<file path="src/rtl/snoop_ctl.sv">
module snoop_ctl #(
  parameter int ADDR_W  = 12,
  parameter int INDEX_W = 3
) (
  input  logic              clk,
  input  logic              rst_n,
  input  logic              cpu_req,
  input  logic              cpu_wr,
  input  logic [ADDR_W-1:0] cpu_addr,
  output logic              cpu_ready,
  output logic              bus_req,
  output logic [1:0]        bus_cmd,
  output logic [ADDR_W-1:0] bus_addr,
  input  logic              bus_gnt,
  input  logic              snp_valid,
  input  logic [1:0]        snp_cmd,
  input  logic [ADDR_W-1:0] snp_addr,
  output logic              snp_flush
);
  localparam int LINES = 1 << INDEX_W;
  localparam int TAG_W = ADDR_W - INDEX_W;
  localparam logic [1:0] ST_INV = 2'd0, ST_SHD = 2'd1, ST_DRT = 2'd2;
  localparam logic [1:0] CMD_IDLE = 2'd0, CMD_RD = 2'd1, CMD_RDX = 2'd2, CMD_INV = 2'd3;

  logic [1:0]       st [LINES];
  logic [TAG_W-1:0] tg [LINES];

  wire [INDEX_W-1:0] c_idx = cpu_addr[INDEX_W-1:0];
  wire [TAG_W-1:0]   c_tag = cpu_addr[ADDR_W-1:INDEX_W];
  wire [INDEX_W-1:0] s_idx = snp_addr[INDEX_W-1:0];
  wire [TAG_W-1:0]   s_tag = snp_addr[ADDR_W-1:INDEX_W];

  wire c_match  = (st[c_idx] != ST_INV) && (tg[c_idx] == c_tag);
  wire c_dirty  = c_match && (st[c_idx] == ST_DRT);
  wire local_ok = c_match && (!cpu_wr || c_dirty);
  wire s_match  = (st[s_idx] != ST_INV) && (tg[s_idx] == s_tag);
  wire go       = cpu_req && !snp_valid;

  logic [1:0] need_cmd;
  always_comb begin
    if (local_ok)     need_cmd = CMD_IDLE;
    else if (c_match) need_cmd = CMD_INV;
    else if (cpu_wr)  need_cmd = CMD_RDX;
    else              need_cmd = CMD_RD;
  end

  assign bus_req   = go && !local_ok;
  assign bus_cmd   = bus_req ? need_cmd : CMD_IDLE;
  assign bus_addr  = cpu_addr;
  assign cpu_ready = go && (local_ok || bus_gnt);
  assign snp_flush = snp_valid && (snp_cmd == CMD_RD) && s_match && (st[s_idx] == ST_DRT);

  always_ff @(posedge clk) begin
    if (!rst_n) begin
      for (int i = 0; i < LINES; i++) st[i] <= ST_INV;
    end else if (snp_valid) begin
      if (s_match) begin
        if (snp_cmd == CMD_RD && st[s_idx] == ST_DRT) st[s_idx] <= ST_SHD;
        else if (snp_cmd == CMD_RDX || snp_cmd == CMD_INV) st[s_idx] <= ST_INV;
      end
    end else if (cpu_ready) begin
      if (cpu_wr) st[c_idx] <= ST_DRT;
      else if (bus_req) st[c_idx] <= ST_SHD;
    end
  end

  always_ff @(posedge clk) begin
    if (cpu_ready && bus_req) tg[c_idx] <= c_tag;
  end

  AST_STALL_WITHOUT_GRANT: assert property (@(posedge clk) disable iff (!rst_n)
    bus_req && !bus_gnt |-> !cpu_ready);
  AST_READ_FILL_SHARED: assert property (@(posedge clk) disable iff (!rst_n)
    cpu_ready && bus_req && !cpu_wr |=> st[$past(c_idx)] == ST_SHD);
  AST_WRITE_OWNS_LINE: assert property (@(posedge clk) disable iff (!rst_n)
    cpu_ready && cpu_wr |=> st[$past(c_idx)] == ST_DRT && tg[$past(c_idx)] == $past(c_tag));
  AST_DIRTY_WRITE_LOCAL: assert property (@(posedge clk) disable iff (!rst_n)
    cpu_req && cpu_wr && c_dirty |-> !bus_req);
  AST_FLUSH_LEAVES_SHARED: assert property (@(posedge clk) disable iff (!rst_n)
    snp_flush |=> st[$past(s_idx)] == ST_SHD);
  AST_SNOOP_KILLS_COPY: assert property (@(posedge clk) disable iff (!rst_n)
    snp_valid && s_match && (snp_cmd == CMD_RDX || snp_cmd == CMD_INV)
    |=> st[$past(s_idx)] == ST_INV);
  AST_SNOOP_BLOCKS_CPU: assert property (@(posedge clk) disable iff (!rst_n)
    snp_valid |-> !cpu_ready && !bus_req);
endmodule

</file>
<file path="config.mk">
export PLATFORM = sky130hd
export DESIGN_NAME = snoop_ctl
export DESIGN_NICKNAME = d
export VERILOG_FILES = /design/src/rtl/snoop_ctl.sv
export SDC_FILE = /design/constraint.sdc
export NUM_CORES = 1
export LEC_CHECK = 0
export BUFFER_PORTS_ARGS = -buffer_cell sky130_fd_sc_hd__clkbuf_2
export CAP_MARGIN = 20
export CORE_ASPECT_RATIO = 1.1
export CORE_MARGIN = 2
export CORE_UTILIZATION = 30
export DETAILED_ROUTE_END_ITERATION = 12
export GPL_TIMING_DRIVEN = 0
export PLACE_DENSITY = 0.44
export SYNTH_ARGS = -nofsm -noshare
export SYNTH_HDL_FRONTEND = slang
export SYNTH_SLANG_ARGS = --single-unit
</file>
<file path="constraint.sdc">
create_clock -name clk -period 3.3 [get_ports clk]
set_input_delay 0.825 -clock clk [delete_from_list [all_inputs] [get_ports clk]]
set_output_delay 0.825 -clock clk [all_outputs]
set_load 0.005 [all_outputs]
</file>
==> results.md, run 1 <==
- Maximum root-to-sink buffer count: 2
- Setup CP Type: in -> out
- Post-synth ARST share: 0%
- Hold path startpoint: cpu_addr[8]
- Count of different cell masters after synthesis: 53
- Reg2reg end: st[3][0]
- Initial DRT Pass Iterations: 5
- Slowest stage delay, CP: ~0.5 ns
- Max IR drop VDD: 181 µV
- Critical path, cell by cell: clkbuf_16 > buf_12 > mux4_2 > mux2i_2 > xnor2_2 > a221oi_4 > nand4_4 > o21a_1 > a21boi_0 > clkbuf_2
- Synthesized area per cell: 13.6 µm²
- FF-to-FF setup slack: 0.09 ns
- Final Setup Violations: 30
- Core Util, Final: 40.8%
- Bufs and invs on worst path: 3
- Cell depth of the worst flop-to-flop path: 9
- WHS Endpoint: tg[1][5]
- Gpl congestion: 0.892
- ANT nets after route: 0
- Count leader, synth: edfxtp_1
- Synthesis-to-layout area growth: 33.0%
- Status: complete, but fails checks
- Post-synthesis sequential area ratio: 52.4%
- CTS root buf: clkbuf_16
- Minimum clock period: between 3 and 4 ns
- Total Nets Final: 495
- Rel. slew slack: 34.3%
- Via count: 3708
- Clk Latency, worst-skew pair: around 0.35 ns
- First-iteration detailed-routing DRC count: 279
- Drt wl/cell: 23.9 µm
- Yosys top cell by area: edfxtp_1
- Final WS setup: -0.382 ns
- Met1 WL: about 6.6 mm
- Final std cell area, no fill: around 6700 µm²
- Slew of the pin with the lowest slew margin: 0.981 ns
- Largest net degree at the start of global routing: 15
- Cts bufs inserted: 9
- Worst min path class: in -> reg
- CTS sink count: 88
- Die Y: 140 µm
- Synthesized flop and latch total: 88
- Critical path data arrival time: ~2.9 ns
- Worst-path clk slew: around 0.060 ns
- Layout cells sized above 1: 46.2%
- Pwr dens: 395 nW/µm²
- EDFF count, synth: 88
- Place WS: -0.935 ns
- Area after DPL: 5670 µm²
- Initial Utilization: slightly above 30%
- Leakage power: 2.40 nW
- Synth Net Count: a little over 400
- Worst-path fanout max: 4
- Data required time of the worst path: about 2.5 ns
- Max layer used: met4
- Gr ovfl total: 0
- Avg Vias per Cell: 5.52
- Worst Skew: 0.00895 ns
- Hold path depth: 1
- Post-route clock period utilization: 112%
- Hold-fix buffers, CTS: 0
- Fillcell total: between 1.5k and 2k
- Commonest cells post-synth: 88 x edfxtp_1, 47 x mux2i_1, 24 x mux4_2, 20 x a22oi_1, 17 x nand2_1
- Num ports: 49
- Antenna violations before repair: 0
- Vias in the first global route: 3704
- Slew Limit Fails: 0
- Top-area cell type share of the netlist area: 52.4%
- Fmax: between 200 and 300 MHz
- Slowest-stage cell, CP: mux4_2
- Global-route wire length before repair: 23.4 mm
- Max-cap violations: 0
- TritonCTS clock tree: done
- PortBufs: 44
- Metal2 WL: 8.46 mm
- Critical Path Start Type: input pin
- Core Region: 16400 µm²
- Syn Std Cell Area: 5040 µm²
- DP HPWL: 11.6 mm
- Row count: 49
- Die Wd: between 100 and 150 µm
- Top cell family by delay on the critical path: multiplexers
- DR WL met3: between 500 and 600 µm
- Hold Vio Cnt, Final: 0
- Die ar.: 17900 µm²
- Crit path launch: cpu_addr[1]
- DRC: 0
- Reg-to-Reg Start: tg[7][7]
- Critical path capture point type: output port
- RSZ-0062 raised after global routing: true
- Synth Flop Type: edfxtp_1
- Failing checks: negative setup slack
- Max H-tree Level: 3
- Synth warnings: 0
- Routed WL: 16.1 mm
- Mapped Cells: 371
- Top post-synthesis cells by area: edfxtp_1 52%, mux4_2 11%, mux2i_1 9.3%, a22oi_1 3.0%, buf_4 2.2%
- Diode count: 0
- Gr usage total: 18.4%
per-layer routing:
metal / vias to the layer above / global-route usage [%]
met2: 127 / 31.9
met3: 33 / 2.60
met1: 1878 / 23.2
met4: 0 / 7.46
met5: - / 0
li1: 1670 / -
worst max-delay path by stage:
stage | to | slack, ns | depth (start not counted)
after floorplan | st[0][0] | -0.01 | 10
after global placement | tg[6][8] | -1.08 | 11
after detailed placement | st[1][1] | -0.94 | 9
after CTS | snp_flush | -0.50 | 9
after global routing | bus_cmd[0] | -0.48 | 11
final | bus_cmd[0] | -0.38 | 10
cells by family (layout without fill, tap and decap cells):
logic type | after synthesis | count (layout) | synth area share [%]
AO/OA/AOI/OAI | 77 | 77 | 11.0
XOR/XNOR | 13 | 13 | 2.26
buffers and inverters | 38 | 135 | 4.81
flip-flops | 88 | 88 | 52.4
multiplexers | 71 | 71 | 20.0
AND/OR/NAND/NOR | 84 | 84 | 9.45
placed cells by master (no fill, tap or decap), types with 4 or more instances in the layout:
| master | instances |
|---|---|
| mux4_2 | 24 |
| a22oi_2 | 4 |
| nand2_1 | 16 |
| o31ai_4 | 4 |
| clkbuf_2 | 44 |
| buf_2 | 4 |
| o221ai_4 | 4 |
| buf_4 | 40 |
| nor2_4 | 9 |
| nand2b_1 | 5 |
| edfxtp_1 | 88 |
| xnor2_1 | 6 |
| a21oi_2 | 5 |
| buf_6 | 15 |
| nand3_1 | 13 |
| o211ai_1 | 4 |
| a2111oi_2 | 4 |
| a21oi_1 | 10 |
| clkbuf_16 | 12 |
| and2_1 | 6 |
| and3_1 | 5 |
| xor2_1 | 4 |
| a31oi_1 | 5 |
| mux2i_1 | 44 |
| buf_12 | 5 |
| a22oi_1 | 16 |
sequential cells by signal (all words and copies together) (netlist names):
signal  cells
st         16
tg         72
worst register-to-register path, stage by stage (launching register included):
cell and delay, ns:
edfxtp_1 0.39, mux4_2 0.50, mux2i_2 0.22, xnor2_2 0.13
a221oi_4 0.32, nand4_4 0.17, buf_6 0.17, and4b_1 0.19
a31oi_1 0.73, a21oi_1 0.11
cell type report:
type,instances,area [µm²],area share [%]
Sequential cell,88,2640,39.4
Multi-Input combinational cell,245,2590,38.6
Tap cell,204,255,3.80
Timing Repair Buffer,83,634,9.46
Clock buffer,10,229,3.41
Clock inverter,6,36.3,0.541
Inverter,2,11.3,0.168
Buffer,34,310,4.63
power by group:
part           internal, mW  leakage, nW  switching [mW]
combinational         0.203         1.46           0.250
sequential             1.25        0.801          0.0114
clock                 0.506        0.134           0.428
total                  1.96         2.40           0.690
metrics by stage:
step	hold WS, ns	TNS, ns	power (mW)	instances
after floorplan	0.924	-0.0804	1.52	371
after global placement	1.15	-102.64	1.65	619
after detailed placement	1.15	-69.76	1.65	627
after CTS	0.791	-3.84	2.64	655
after global routing	0.825	-10.14	2.74	672
final	0.800	-4.77	2.65	672
repair_timing:
| action | CTS | global route |
|---|---|---|
| setup endpoints to repair | 107 | 89 |
| pin swaps | 14 | 23 |
| setup buffers | 14 | 16 |
| gates cloned | 0 | 1 |
| gates resized for setup | 70 | 45 |
Power figures use the tool's default switching activity.
==> run 2, diff against run 1 <==
--- a/config.mk
+++ b/config.mk
@@ -7,12 +7,14 @@
 export LEC_CHECK = 0
 export BUFFER_PORTS_ARGS = -buffer_cell sky130_fd_sc_hd__clkbuf_2
 export CAP_MARGIN = 20
+export CELL_PAD_IN_SITES_DETAIL_PLACEMENT = 0
+export CELL_PAD_IN_SITES_GLOBAL_PLACEMENT = 1
 export CORE_ASPECT_RATIO = 1.1
 export CORE_MARGIN = 2
 export CORE_UTILIZATION = 30
 export DETAILED_ROUTE_END_ITERATION = 12
 export GPL_TIMING_DRIVEN = 0
-export PLACE_DENSITY = 0.44
+export PLACE_DENSITY = 0.51
 export SYNTH_ARGS = -nofsm -noshare
 export SYNTH_HDL_FRONTEND = slang
 export SYNTH_SLANG_ARGS = --single-unit
==> run 2 against run 1 <==
Against the previous run: the flow still finishes with violations (negative setup slack); clock skew shrank 0.0013 ns; first-iteration DRC count shrank 33%; critical path depth grew 1; sequential power is essentially flat; global-route usage grew 0.58 points; non-clock buffer count grew 2; die area is the same; critical path type unchanged; largest power group unchanged; highest routed layer unchanged.
==> results.md, run 2 (synthesis gave the netlist of run 1 again) <==
- Status: complete, but fails checks
- Failing checks: negative setup slack
- DRC: 0
- Antenna violations before repair: 0
- Total Nets Final: slightly below 500
- Rel. slew slack: 44.5%
- Max-cap violations: 0
- First-iteration detailed-routing DRC count: 186
- Commonest non-fill, non-tap cell in the layout: edfxtp_1
- Hold WS: 0.793 ns
- Maximum root-to-sink buffer count: 2
- Placed cell count: 627
- Die Wd: 128 µm
- Final Setup Violations: 26
- Grt met1 use: about a quarter
- Diode count: 0
- Most frequent cells in the layout: 88 x edfxtp_1, 44 x mux2i_1, 43 x clkbuf_2
- Leakage power: 2.45 nW
- Avg Vias per Cell: 5.43
- Row count: approximately 50
- Die Y: ~140 µm
- Worst-path fanout max: 10
- Initial Utilization: between 30 and 40%
- Slew Limit Fails: 0
- Core Util, Final: 41.8%
- Gr ovfl total: 0
- Hold path startpoint: cpu_addr[8]
- PortBufs: 44
- Slew of the pin with the lowest slew margin: between 0.8 and 0.9 ns
- Post-route clock period utilization: 112%
- Hold-fix buffers, CTS: 0
- Worst Skew: 0.00760 ns
- Worst-path clk slew: 0.06 ns
- Cell depth of the worst flop-to-flop path: 11
- Die ar.: about 18000 µm²
- Data required time of the worst path: 2.47 ns
- Crit path launch: cpu_addr[2]
- GR peak layer: met2
- Final WS setup: -0.380 ns
- Top Registers: tg: 72 flops, st: 16 flops
- Drt wl/cell: 24.6 µm
- Critical path data arrival time: 2.86 ns
- Vias in the first global route: 3710
- Minimum clock period: around 3.7 ns
- Met3 usage: 2.79%
- Setup TNS Final: -4.66 ns
- GR Layer Usage met2: a little under a third
- Via count: 3647
- Gr usage total: 19.0%
- Max IR drop VDD: 233 µV
- Fmax: between 200 and 300 MHz
- Clk Latency, worst-skew pair: 0.35 ns
- Largest net degree at the start of global routing: 14
- TritonCTS clock tree: done
- Gpl congestion: 0.875
- CTS root buf: clkbuf_16
- Critical path capture point type: output port
- ANT nets after route: 0
- Most flops, register: tg
- Core Region: 16400 µm²
- Synthesis-to-layout area growth: 36.2%
- CTS sink count: 88
- Reg-to-Reg Start: tg[7][7]
- Num ports: 49
- Layout cells sized above 1: a little under half
- Setup CP Type: in -> out
- Worst min path class: in -> reg
- Max reg flops: around 70
- Max H-tree Level: 3
- Cts bufs inserted: 9
- Initial DRT Pass Iterations: 4
- RSZ-0062 raised after global routing: true
- Power Total: 2.88 mW
- Hold path depth: 1
- Routed WL: approximately 17 mm
- DP HPWL: 12.0 mm
- Hold Vio Cnt, Final: 0
- Pwr dens: 420 nW/µm²
- Critical Path Start Type: input pin
- Global-route wire length before repair: around 24 mm
- Post-Layout Cell Count: around 670
==> run 2: changes by cell type in the layout (fill, tap and decap cells not counted), sizes merged <==
cell	change
clkinv	-5
buf	+4
bufinv	+3
clkbuf	-2
==> run 2: what timing repair did <==
| item | 4_1_cts | 5_1_grt |
|---|---|---|
| pin swaps | 12 | 23 |
| buffers inserted | 15 | 18 |
| resized for setup | 77 | 51 |
| setup endpoints to repair | 109 | 77 |
==> run 2: worst paths after layout <==
path	endpoint	slack, ns
max	bus_cmd[0]	-0.38
max reg2reg	st[6][0]	0.03
min reg2reg	st[1][0]	1.42
min	tg[1][5]	0.79
==> run 2: cell type report <==
cell class | count | area, µm²
fillers | 1557 | 9560
multi-input cells | 245 | 2670
flip-flops and latches | 88 | 2640
repair buffers | 84 | 631
plain buffers | 35 | 333
well taps | 204 | 255
clock buffers | 10 | 229
clock inverters | 4 | 95.1
inverters | 2 | 11.3
==> run 2: critical path, stage by stage <==
cell and delay (ns):
clkbuf_2 0.14, buf_12 0.15, buf_4 0.14, mux4_2 0.32
and2_4 0.19, a21oi_4 0.16, a21bo_4 0.28, and2_1 0.19
o21a_1 0.20, a21boi_1 0.13, clkbuf_2 0.11
==> run 2: power breakdown <==
part | internal (mW) | switching (mW) | total [mW]
logic | 0.217 | 0.267 | 0.484
clock network | 0.730 | 0.404 | 1.13
registers | 1.25 | 0.0119 | 1.26
==> run 2: metal layers <==
layer | part of all wire (%) | vias to the layer above
li1 | - | 1676
met1 | 43 | 1848
met3 | 3.5 | 35
met2 | 50 | 88
met5 | 0 | -
met4 | 3.9 | 0
==> run 2: through the flow <==
stage | instance area [µm²] | setup WS [ns]
global placement | 5590 | -1.11
CTS | 6490 | -0.430
finish | 6870 | -0.380
detailed placement | 5670 | -0.938
floorplan | 5120 | -0.0100
global route | 6870 | -0.460
==> run 3, diff against run 2 <==
--- a/config.mk
+++ b/config.mk
@@ -12,6 +12,7 @@
 export CORE_ASPECT_RATIO = 1.1
 export CORE_MARGIN = 2
 export CORE_UTILIZATION = 30
+export CTS_BUF_LIST = sky130_fd_sc_hd__clkbuf_16
 export DETAILED_ROUTE_END_ITERATION = 12
 export GPL_TIMING_DRIVEN = 0
 export PLACE_DENSITY = 0.51
==> run 3 against run 2 <==
Against the previous run: the flow still finishes with violations (negative setup slack); maximum frequency unchanged; via count about the same; combinational power about the same; highest routed layer unchanged; critical path depth unchanged; utilization unchanged; non-clock buffer count unchanged; largest power group unchanged; final cell count unchanged; sequential share of layout area unchanged; worst hold slack about the same; clock skew about the same; first-iteration DRC count unchanged.
==> results.md, run 3 (synthesis gave the netlist of run 1 again) <==
- Place WS: -0.938 ns
- PortBufs: between 40 and 50
- RSZ-0062 raised after global routing: true
- DP HPWL: 12.0 mm
- Drt wl/cell: 24.6 µm
- Leakage power: roughly 2.5 nW
- Avg Vias per Cell: 5.43
- Max H-tree Level: 3
- Antenna violations before repair: 0
- TritonCTS clock tree: done
- Pwr dens: 419 nW/µm²
- Critical Path Start Type: input pin
- Setup CP Type: in -> out
- Synthesis-to-layout area growth: 36.2%
- Fmax: 272 MHz
- Failing checks: negative setup slack
- FF-to-FF setup slack: 0.03 ns
- CTS sink count: 88
- Worst-path fanout max: 10
- Gpl congestion: 0.875
- Gr ovfl total: 0
- Max-cap violations: 0
- Clk Latency, worst-skew pair: 0.35 ns
- Max reg flops: 72
- CTS root buf: clkbuf_16
- Final WS setup: -0.380 ns
- Worst Skew: 0.00769 ns
- Rel. slew slack: around 45%
- Routed WL: 16.5 mm
- Final Setup Violations: 26
- Initial DRT Pass Iterations: 4
- Worst min path class: in -> reg
- Die Wd: around 130 µm
- Num ports: 49
- Core Util, Final: 41.8%
- Diode count: 0
- Largest net degree at the start of global routing: 14
- Die Y: ~140 µm
- Slew of the pin with the lowest slew margin: around 0.83 ns
- Slew Limit Fails: 0
- Core Region: around 16000 µm²
- Data required time of the worst path: approximately 2.5 ns
- Via count: 3648
- Commonest non-fill, non-tap cell in the layout: edfxtp_1
- Gr usage total: 19.0%
- Global-route wire length before repair: 24.0 mm
- First-iteration detailed-routing DRC count: 186
- Die ar.: ~18000 µm²
- DRC: 0
- Most flops, register: tg
- Max IR drop VDD: 233 µV
- Layout cells sized above 1: 47.2%
- Post-route clock period utilization: 112%
- Vias in the first global route: 3710
- Most frequent cells in the layout: 88 x edfxtp_1, 44 x mux2i_1, 43 x clkbuf_2
- Total Nets Final: 497
- Cts bufs inserted: 9
- Maximum root-to-sink buffer count: 2
- Initial Utilization: 30.7%
- Critical path capture point type: output port
- Status: complete, but fails checks
- Critical path data arrival time: 2.86 ns
- Top Registers: tg: 72 flops, st: 16 flops
- Worst-path clk slew: 0.06 ns
- Minimum clock period: 3.68 ns
- ANT nets after route: 0
- Row count: between 40 and 50
- Hold Vio Cnt, Final: 0
run 3: final timing paths:
path	depth (start not counted)	to	startpoint
max	11	bus_cmd[0]	cpu_addr[2]
min	1	tg[1][5]	cpu_addr[8]
max reg2reg	11	st[6][0]	tg[7][7]
min reg2reg	6	st[1][0]	tg[3][7]
run 3: layer usage:
layer / vias up / GRT usage (%) / part of all wire (%)
met5: - / 0 / 0
met4: 0 / 9.37 / 3.9
met3: 35 / 2.79 / 3.4
met2: 89 / 31.1 / 50
met1: 1848 / 24.7 / 43
li1: 1676 / - / -
run 3: power by group:
group          switching [mW]  total, mW  internal, mW  leakage [nW]
registers              0.0119       1.26          1.25         0.801
logic                   0.267      0.484         0.217          1.49
clock network           0.404       1.13         0.726         0.163
total                   0.683       2.88          2.20          2.46
run 3: through the flow:
stage | cells | area [µm²] | TNS (ns) | power [mW] | hold slack (ns)
2_1_floorplan | 371 | 5120 | -0.0804 | 1.52 | 0.924
3_3_place_gp | 619 | 5590 | -106.98 | 1.65 | 1.14
3_5_place_dp | 627 | 5670 | -73.52 | 1.66 | 1.15
4_1_cts | 654 | 6490 | -5.12 | 2.86 | 0.781
5_1_grt | 672 | 6870 | -8.96 | 2.97 | 0.829
6_report | 672 | 6870 | -4.64 | 2.88 | 0.793
run 3: what timing repair did:
action,CTS,global route
pin swaps,12,23
resized for setup,77,51
endpoints found under the setup margin,109,77
hold buffers,0,0
hold endpoints to repair,0,0
buffers inserted,15,18
run 3: area by class of cell:
class	count	area [µm²]
Clock inverter	5	98.8
Fill cell	1557	9560
Timing Repair Buffer	84	631
Sequential cell	88	2640
Buffer	35	333
Multi-Input combinational cell	245	2670
Clock buffer	9	225
Tap cell	204	255
Inverter	2	11.3
run 3: critical path, stage by stage:
cell and delay (ns):
clkbuf_2 0.14, buf_12 0.15, buf_4 0.14, mux4_2 0.32, and2_4 0.19, a21oi_4 0.16
a21bo_4 0.28, and2_1 0.19, o21a_1 0.20, a21boi_1 0.13, clkbuf_2 0.11
